[config.mk]
export PLATFORM = sky130hd
export DESIGN_NAME = dma_req_rechecker
export DESIGN_NICKNAME = d
export VERILOG_FILES = /design/src/rtl/dma_rck_pkg.sv /design/src/rtl/dma_rck_sync.sv /design/src/rtl/dma_rck_arb.sv /design/src/rtl/dma_rck_chan.sv /design/src/rtl/dma_req_rechecker.sv
export SDC_FILE = /design/constraint.sdc
export NUM_CORES = 1
export LEC_CHECK = 0
export ABC_AREA = 1
export BUFFER_PORTS_ARGS = -buffer_cell sky130_fd_sc_hd__buf_2
export CORE_ASPECT_RATIO = 0.8
export CORE_MARGIN = 8
export CORE_UTILIZATION = 55
export DETAILED_ROUTE_END_ITERATION = 8
export PLACE_DENSITY_LB_ADDON = 0.2
export RECOVER_POWER = 50
export SLEW_MARGIN = 5
export SYNTH_ARGS = -nofsm -noshare
export SYNTH_HDL_FRONTEND = slang
export SYNTH_SLANG_ARGS = --single-unit
[constraint.sdc]
create_clock -name clk -period 2.06 [get_ports clk]
set_input_delay 0 -clock clk [delete_from_list [all_inputs] [get_ports clk]]
set_output_delay 0 -clock clk [all_outputs]
set_load 0.05 [all_outputs]
[src/rtl/dma_rck_pkg.sv]
package dma_rck_pkg;
  typedef enum logic [2:0] {
    CH_IDLE,
    CH_WAIT,
    CH_BURST,
    CH_CHECK,
    CH_DONE
  } chan_st_e;
endpackage

[src/rtl/dma_rck_sync.sv]
module dma_rck_sync #(
  parameter int W = 4
) (
  input  logic         clk,
  input  logic         rst_n,
  input  logic [W-1:0] req_i,
  output logic [W-1:0] level_o,
  output logic [W-1:0] rise_o
);
  logic [W-1:0] meta_q, mirr_q, prev_q;

  always_ff @(posedge clk or negedge rst_n) begin
    if (!rst_n) begin
      meta_q <= '0;
      mirr_q <= '0;
      prev_q <= '0;
    end else begin
      meta_q <= req_i;
      mirr_q <= meta_q;
      prev_q <= mirr_q;
    end
  end

  assign level_o = mirr_q;
  assign rise_o  = mirr_q & ~prev_q;
endmodule

[src/rtl/dma_rck_arb.sv]
module dma_rck_arb #(
  parameter int N = 4
) (
  input  logic [N-1:0] want_i,
  input  logic         hold_i,
  output logic [N-1:0] grant_o
);
  always_comb begin
    logic found;
    found   = 1'b0;
    grant_o = '0;
    if (!hold_i) begin
      for (int i = 0; i < N; i++) begin
        if (want_i[i] && !found) begin
          grant_o[i] = 1'b1;
          found      = 1'b1;
        end
      end
    end
  end
endmodule

[src/rtl/dma_rck_chan.sv]
module dma_rck_chan
  import dma_rck_pkg::*;
#(
  parameter int BURST_LEN = 4,
  parameter int CNT_W     = 2
) (
  input  logic             clk,
  input  logic             rst_n,
  input  logic             en_i,
  input  logic             rise_i,
  input  logic             level_i,
  input  logic             grant_i,
  input  logic             fire_i,
  output logic             burst_o,
  output logic             want_o,
  output logic             done_o,
  output logic             busy_o,
  output logic [CNT_W-1:0] cnt_o
);
  localparam logic [CNT_W-1:0] LAST = CNT_W'(BURST_LEN - 1);

  chan_st_e         st_q, st_n;
  logic [CNT_W-1:0] cnt_q, cnt_n;
  logic             pend_q, pend_n;
  logic             trig;

  assign trig = rise_i & en_i;

  always_comb begin
    st_n   = st_q;
    cnt_n  = cnt_q;
    pend_n = pend_q | (trig && (st_q != CH_IDLE));
    case (st_q)
      CH_IDLE:  if (trig) st_n = CH_WAIT;
      CH_WAIT:  if (grant_i) begin
                  st_n  = CH_BURST;
                  cnt_n = '0;
                end
      CH_BURST: if (fire_i) begin
                  if (cnt_q == LAST) st_n = CH_CHECK;
                  else               cnt_n = cnt_q + 1'b1;
                end
      CH_CHECK: if (level_i || pend_q) begin
                  st_n   = CH_WAIT;
                  pend_n = 1'b0;
                end else begin
                  st_n = CH_DONE;
                end
      CH_DONE:  if (pend_q || trig) begin
                  st_n   = CH_WAIT;
                  pend_n = 1'b0;
                end else begin
                  st_n = CH_IDLE;
                end
      default:  st_n = CH_IDLE;
    endcase
  end

  always_ff @(posedge clk or negedge rst_n) begin
    if (!rst_n) begin
      st_q   <= CH_IDLE;
      cnt_q  <= '0;
      pend_q <= 1'b0;
    end else begin
      st_q   <= st_n;
      cnt_q  <= cnt_n;
      pend_q <= pend_n;
    end
  end

  assign burst_o = (st_q == CH_BURST);
  assign want_o  = (st_q == CH_WAIT);
  assign done_o  = (st_q == CH_CHECK);
  assign busy_o  = (st_q != CH_IDLE);
  assign cnt_o   = cnt_q;
endmodule

[src/rtl/dma_req_rechecker.sv]
module dma_req_rechecker #(
  parameter int NUM_REQ   = 4,
  parameter int NUM_CH    = 4,
  parameter int BURST_LEN = 4,
  parameter int SEL_W     = (NUM_REQ > 1) ? $clog2(NUM_REQ) : 1,
  parameter int CH_W      = (NUM_CH > 1) ? $clog2(NUM_CH) : 1,
  parameter int CNT_W     = (BURST_LEN > 1) ? $clog2(BURST_LEN) : 1
) (
  input  logic                    clk,
  input  logic                    rst_n,
  input  logic [NUM_REQ-1:0]      req_i,
  input  logic [NUM_CH-1:0]       ch_en_i,
  input  logic [NUM_CH*SEL_W-1:0] ch_map_i,
  output logic                    beat_valid_o,
  input  logic                    beat_ready_i,
  output logic [CH_W-1:0]         beat_ch_o,
  output logic [CNT_W-1:0]        beat_idx_o,
  output logic [NUM_CH-1:0]       burst_done_o,
  output logic [NUM_CH-1:0]       ch_busy_o
);
  logic [NUM_REQ-1:0] lvl, rise;
  logic [NUM_CH-1:0]  ch_burst, ch_want, ch_grant;
  logic [CNT_W-1:0]   ch_cnt [NUM_CH];
  logic               fire;

  dma_rck_sync #(.W(NUM_REQ)) u_sync (
    .clk     (clk),
    .rst_n   (rst_n),
    .req_i   (req_i),
    .level_o (lvl),
    .rise_o  (rise)
  );

  dma_rck_arb #(.N(NUM_CH)) u_arb (
    .want_i  (ch_want),
    .hold_i  (|ch_burst),
    .grant_o (ch_grant)
  );

  assign fire = beat_valid_o & beat_ready_i;

  for (genvar c = 0; c < NUM_CH; c++) begin : g_ch
    logic [SEL_W-1:0] sel;
    assign sel = ch_map_i[c*SEL_W +: SEL_W];

    dma_rck_chan #(.BURST_LEN(BURST_LEN), .CNT_W(CNT_W)) u_chan (
      .clk     (clk),
      .rst_n   (rst_n),
      .en_i    (ch_en_i[c]),
      .rise_i  (rise[sel]),
      .level_i (lvl[sel]),
      .grant_i (ch_grant[c]),
      .fire_i  (fire),
      .burst_o (ch_burst[c]),
      .want_o  (ch_want[c]),
      .done_o  (burst_done_o[c]),
      .busy_o  (ch_busy_o[c]),
      .cnt_o   (ch_cnt[c])
    );
  end

  always_comb begin
    beat_ch_o  = '0;
    beat_idx_o = '0;
    for (int c = 0; c < NUM_CH; c++) begin
      if (ch_burst[c]) begin
        beat_ch_o  = CH_W'(c);
        beat_idx_o = ch_cnt[c];
      end
    end
  end

  assign beat_valid_o = |ch_burst;
endmodule

==> impl_table.tex <==
\begin{tabular}{lr}
\hline
Metric & Value \\
\hline
\multicolumn{2}{l}{\textbf{Synth}} \\
\quad Share of Yosys cell area claimed by the top area cell type & 39.6\% \\
\quad Cell types with the highest counts after synthesis & sky130\_fd\_sc\_hd\_\_nand2\_1, sky130\_fd\_sc\_hd\_\_inv\_1, sky130\_fd\_sc\_hd\_\_dfrtp\_1 \\
\quad Average instance area after synthesis & 7.03 sq um \\
\quad Synth area leader & sky130\_fd\_sc\_hd\_\_dfrtp\_1 \\
\quad Fraction of the mapped netlist area in compound gates & 9.47\% \\
\quad Mux share of post-synthesis cell area & 0\% \\
\quad Post-synthesis cell count & 323 \\
\quad Top area cells in the synthesized netlist & sky130\_fd\_sc\_hd\_\_dfrtp\_1, sky130\_fd\_sc\_hd\_\_nand2\_1, sky130\_fd\_sc\_hd\_\_inv\_1, sky130\_fd\_sc\_hd\_\_nand3\_1, sky130\_fd\_sc\_hd\_\_nor2\_1 \\
\quad Number of synthesized register bits & 36 \\
\quad Post-synthesis instance area & 2270 sq um \\
\quad Basic-gate share of the synthesized area counting and, or, nand and nor cells & 37.1\% \\
\quad Most instantiated flip-flop cell in the synthesis netlist & sky130\_fd\_sc\_hd\_\_dfrtp\_1 \\
\quad Most numerous cell in the Yosys netlist & sky130\_fd\_sc\_hd\_\_nand2\_1 \\
\quad Synth async-reset ratio & 100\% \\
\quad Number of flops mapped to enable cells by yosys & 0 \\
\quad Area share of fa/ha/maj cells after synthesis & 2.20\% \\
\quad Sequential-to-total area share from yosys stat & 39.6\% \\
\quad Count of warnings emitted by yosys & 0 \\
\quad Combinational family with the most area after synthesis & simple AND/OR/NAND/NOR gates \\
\quad Number of distinct library cells after synthesis & 26 \\
\quad Xor/xnor share of the synthesized area & 0\% \\
\quad Net count after synthesis & 346 \\
\multicolumn{2}{l}{\textbf{Flow run}} \\
\quad Number of max-cap violations & 0 \\
\multicolumn{2}{l}{\textbf{Clocking}} \\
\quad H-tree lvl count & 2 \\
\quad Buffer depth of the longest clock path & 2 \\
\quad Root Buffer & sky130\_fd\_sc\_hd\_\_clkbuf\_8 \\
\quad Clock tree from TritonCTS & yes \\
\quad CTS buffer count & 5 \\
\quad Clock sink count & 36 \\
\quad Post-cts repair resize count & 0 \\
\quad Number of buffers inserted to repair setup after CTS & 0 \\
\quad Insertion delay to the later sink of the worst-skew pair & 290 ps \\
\quad Hold buffers post-CTS & 5 \\
\quad Clk slew on worst S/H paths & 70 ps \\
\multicolumn{2}{l}{\textbf{Layout}} \\
\quad Final design area excluding fillers & 2590 sq um \\
\quad Fraction of layout cells with a size suffix above 1 & 18.7\% \\
\quad Antenna Diode Count & 0 \\
\quad Post-synthesis to final-layout area growth & 14.2\% \\
\quad \# nets final & 380 \\
\quad Total of fill cells in the finished design & 384 \\
\multicolumn{2}{l}{\textbf{Critical path}} \\
\quad FF-to-FF path depth & 10 \\
\quad Type of the worst setup path & reg2out \\
\quad Reg-to-reg critical path endpoint & g\_ch[0].u\_chan.st\_q[0]\$\_DFFE\_PN0P\_ \\
\quad Worst R2R Start & g\_ch[3].u\_chan.st\_q[2]\$\_DFFE\_PN0P\_ \\
\quad Worst EP arrival & 1880 ps \\
\quad Largest fanout of any net on the critical path & 7 \\
\quad Required arrival time at the worst endpoint & 2060 ps \\
\quad Internal reg-to-reg setup slack & 360 ps \\
\quad CP Launch Type & register \\
\quad Worst setup EP type & output port \\
\multicolumn{2}{l}{\textbf{Timing}} \\
\quad Setup repair after global routing missed its margin & false \\
\quad Final setup violating endpoints & 0 \\
\quad Fin worst setup slack & 180 ps \\
\quad Maximum operating frequency & 532 MHz \\
\quad Max Slew Vio Count & 0 \\
\quad Max Clock Skew & 3.74 ps \\
\quad Min cycle time layout & 1880 ps \\
\quad Number of hold violations in the final report & 0 \\
\quad Normalized max-slew margin & 40.3\% \\
\quad Period utilisation layout & 91.3\% \\
\quad Setup TNS after final layout & 0 ps \\
\quad Transition time of the tightest slew-check pin & 896 ps \\
\multicolumn{2}{l}{\textbf{Outcome}} \\
\quad Run status & complete, no violations \\
\multicolumn{2}{l}{\textbf{Global routing}} \\
\quad GR Util All Layers & 16.0\% \\
\quad Maximum number of pins on one net before global-route repair & 37 \\
\quad Number of antenna violations at the first check in global routing & 0 \\
\quad Grt ovf & 0 \\
\quad Vias in the first global route & 1813 \\
\quad First-pass GRT wire length & 8080 um \\
\multicolumn{2}{l}{\textbf{Detailed routing}} \\
\quad Vias per cell & 4.77 \\
\quad Routed wire per std cell & 11.4 um \\
\quad Number of design-rule violations left by the first detailed-router iteration & 105 \\
\quad Router iterations before antenna repair & 4 \\
\quad Drt total wl & 4750 um \\
\quad Post-route DRC violation count & 0 \\
\quad Post-route ant nets & 0 \\
\quad Via total after detailed routing & 1981 \\
\multicolumn{2}{l}{\textbf{Floorplan}} \\
\quad Standard-cell rows & 21 \\
\quad Die width & 87.9 um \\
\quad Overall die area & 6460 sq um \\
\quad Ports placed on the boundary & 32 \\
\quad Overall die height & 73.5 um \\
\quad Core Region & 4070 sq um \\
\quad Initial Utilization & 55.8\% \\
\multicolumn{2}{l}{\textbf{Hold path}} \\
\quad Hold worst-path end & g\_ch[1].u\_chan.st\_q[2]\$\_DFFE\_PN0P\_ \\
\quad Worst hold-check path type & in2reg \\
\quad Worst hold path startpoint & ch\_map\_i[2] \\
\quad Cell depth of the worst min-delay path & 4 \\
\multicolumn{2}{l}{\textbf{Place}} \\
\quad Weighted congestion reported at the end of routability-driven placement & 0.850 \\
\quad Placed inst area & 2430 sq um \\
\quad Number of buffers inserted by port buffering & 31 \\
\quad Worst-case setup slack after placement & 430 ps \\
\quad Dpl hpwl & 3620 um \\
\multicolumn{2}{l}{\textbf{Pwr}} \\
\quad Leakage power total & 1.44 nW \\
\quad Worst IR Drop VDD & 1150 uV \\
\quad Power density of the placed cells & 1640 nW/um\^{}2 \\
\hline
\end{tabular}
-- metal layers --
metal,global-route usage [%],vias up,routed length (um)
met3,3.91,4,194
li1,-,1090,-
met5,0,-,0
met1,21.4,862,2490
met4,4.56,0,31
met2,24.7,25,2030
-- final cells by class --
cell class	instances	area, sq um	area share (%)
Sequential cell	36	901	34.7
Clock inverter	3	42.5	1.64
Clock buffer	5	68.8	2.65
Multi-Input combinational cell	225	1110	42.7
Inverter	53	199	7.67
Tap cell	57	71.3	2.75
Timing Repair Buffer	36	205	7.91
-- kinds of logic (layout without fill, tap and decap cells) --
logic type / count (synthesis) / in the layout
buf+inv: 62 / 97
simple gates: 182 / 182
flops: 36 / 36
fa+ha+maj: 4 / 4
compound gates: 39 / 39
-- critical path, stage by stage, from the launching register on --
cell and delay, ps:
sky130_fd_sc_hd__dfrtp_1 460, sky130_fd_sc_hd__nor2_2 140, sky130_fd_sc_hd__nand2_2 90, sky130_fd_sc_hd__inv_1 170, sky130_fd_sc_hd__nand2_1 80, sky130_fd_sc_hd__a21oi_1 140, sky130_fd_sc_hd__o21ai_0 110, sky130_fd_sc_hd__a21oi_1 120
sky130_fd_sc_hd__buf_2 280
-- per-stage QoR --
stage                     hold WS, ps  cells  total power, W  utilization [%]
after global placement            108    402         0.00359             59.8
after global routing              166    415         0.00463             63.7
final                             137    415         0.00426             63.7
after CTS                         128    415         0.00428             63.7
after floorplan                  -296    323         0.00324                -
after detailed placement          113    402         0.00362             59.8
-- state kept, by name (all words and copies together) (netlist names) --
register	cells
u_sync.meta_q	4
g_ch.u_chan.st_q	12
u_sync.prev_q	4
g_ch.u_chan.pend_q	4
g_ch.u_chan.cnt_o	8
u_sync.level_o	4
-- power breakdown --
group,switching [W],internal (W)
logic,0.00182,0.000737
registers,0.000173,0.000905
clock network,0.000266,0.000358
-- layout by cell type (no fill, tap or decap), types with 2 or more instances in the layout --
master,instances
sky130_fd_sc_hd__clkbuf_8,5
sky130_fd_sc_hd__nor4_1,4
sky130_fd_sc_hd__o21ai_1,8
sky130_fd_sc_hd__nor2_1,24
sky130_fd_sc_hd__nand3_2,3
sky130_fd_sc_hd__nor3_1,5
sky130_fd_sc_hd__o211ai_1,3
sky130_fd_sc_hd__nand2_4,3
sky130_fd_sc_hd__nand3_1,28
sky130_fd_sc_hd__inv_2,2
sky130_fd_sc_hd__nand2_2,7
sky130_fd_sc_hd__dfrtp_1,36
sky130_fd_sc_hd__dlygate4sd3_1,5
sky130_fd_sc_hd__o21ai_0,13
sky130_fd_sc_hd__inv_1,50
sky130_fd_sc_hd__nor2_2,8
sky130_fd_sc_hd__or2_2,3
sky130_fd_sc_hd__and3_1,4
sky130_fd_sc_hd__a21oi_1,13
sky130_fd_sc_hd__buf_2,30
sky130_fd_sc_hd__ha_1,4
sky130_fd_sc_hd__nand2_1,91
-- worst max path at each step --
stage | from | to | slack [ps] | cells past startpoint
global placement | g_ch[0].u_chan.st_q[2]$_DFFE_PN0P_ | beat_idx_o[0] | 500 | 8
finish | g_ch[0].u_chan.st_q[2]$_DFFE_PN0P_ | beat_idx_o[0] | 180 | 8
detailed placement | g_ch[3].u_chan.st_q[2]$_DFFE_PN0P_ | g_ch[3].u_chan.cnt_o[1]$_DFFE_PN0P_ | 430 | 9
floorplan | g_ch[0].u_chan.st_q[2]$_DFFE_PN0P_ | beat_idx_o[0] | 270 | 7
CTS | g_ch[0].u_chan.st_q[2]$_DFFE_PN0P_ | beat_idx_o[0] | 190 | 8
global route | g_ch[0].u_chan.st_q[2]$_DFFE_PN0P_ | beat_idx_o[0] | 30 | 8
Note: power is estimated with default switching activity, not from simulation.
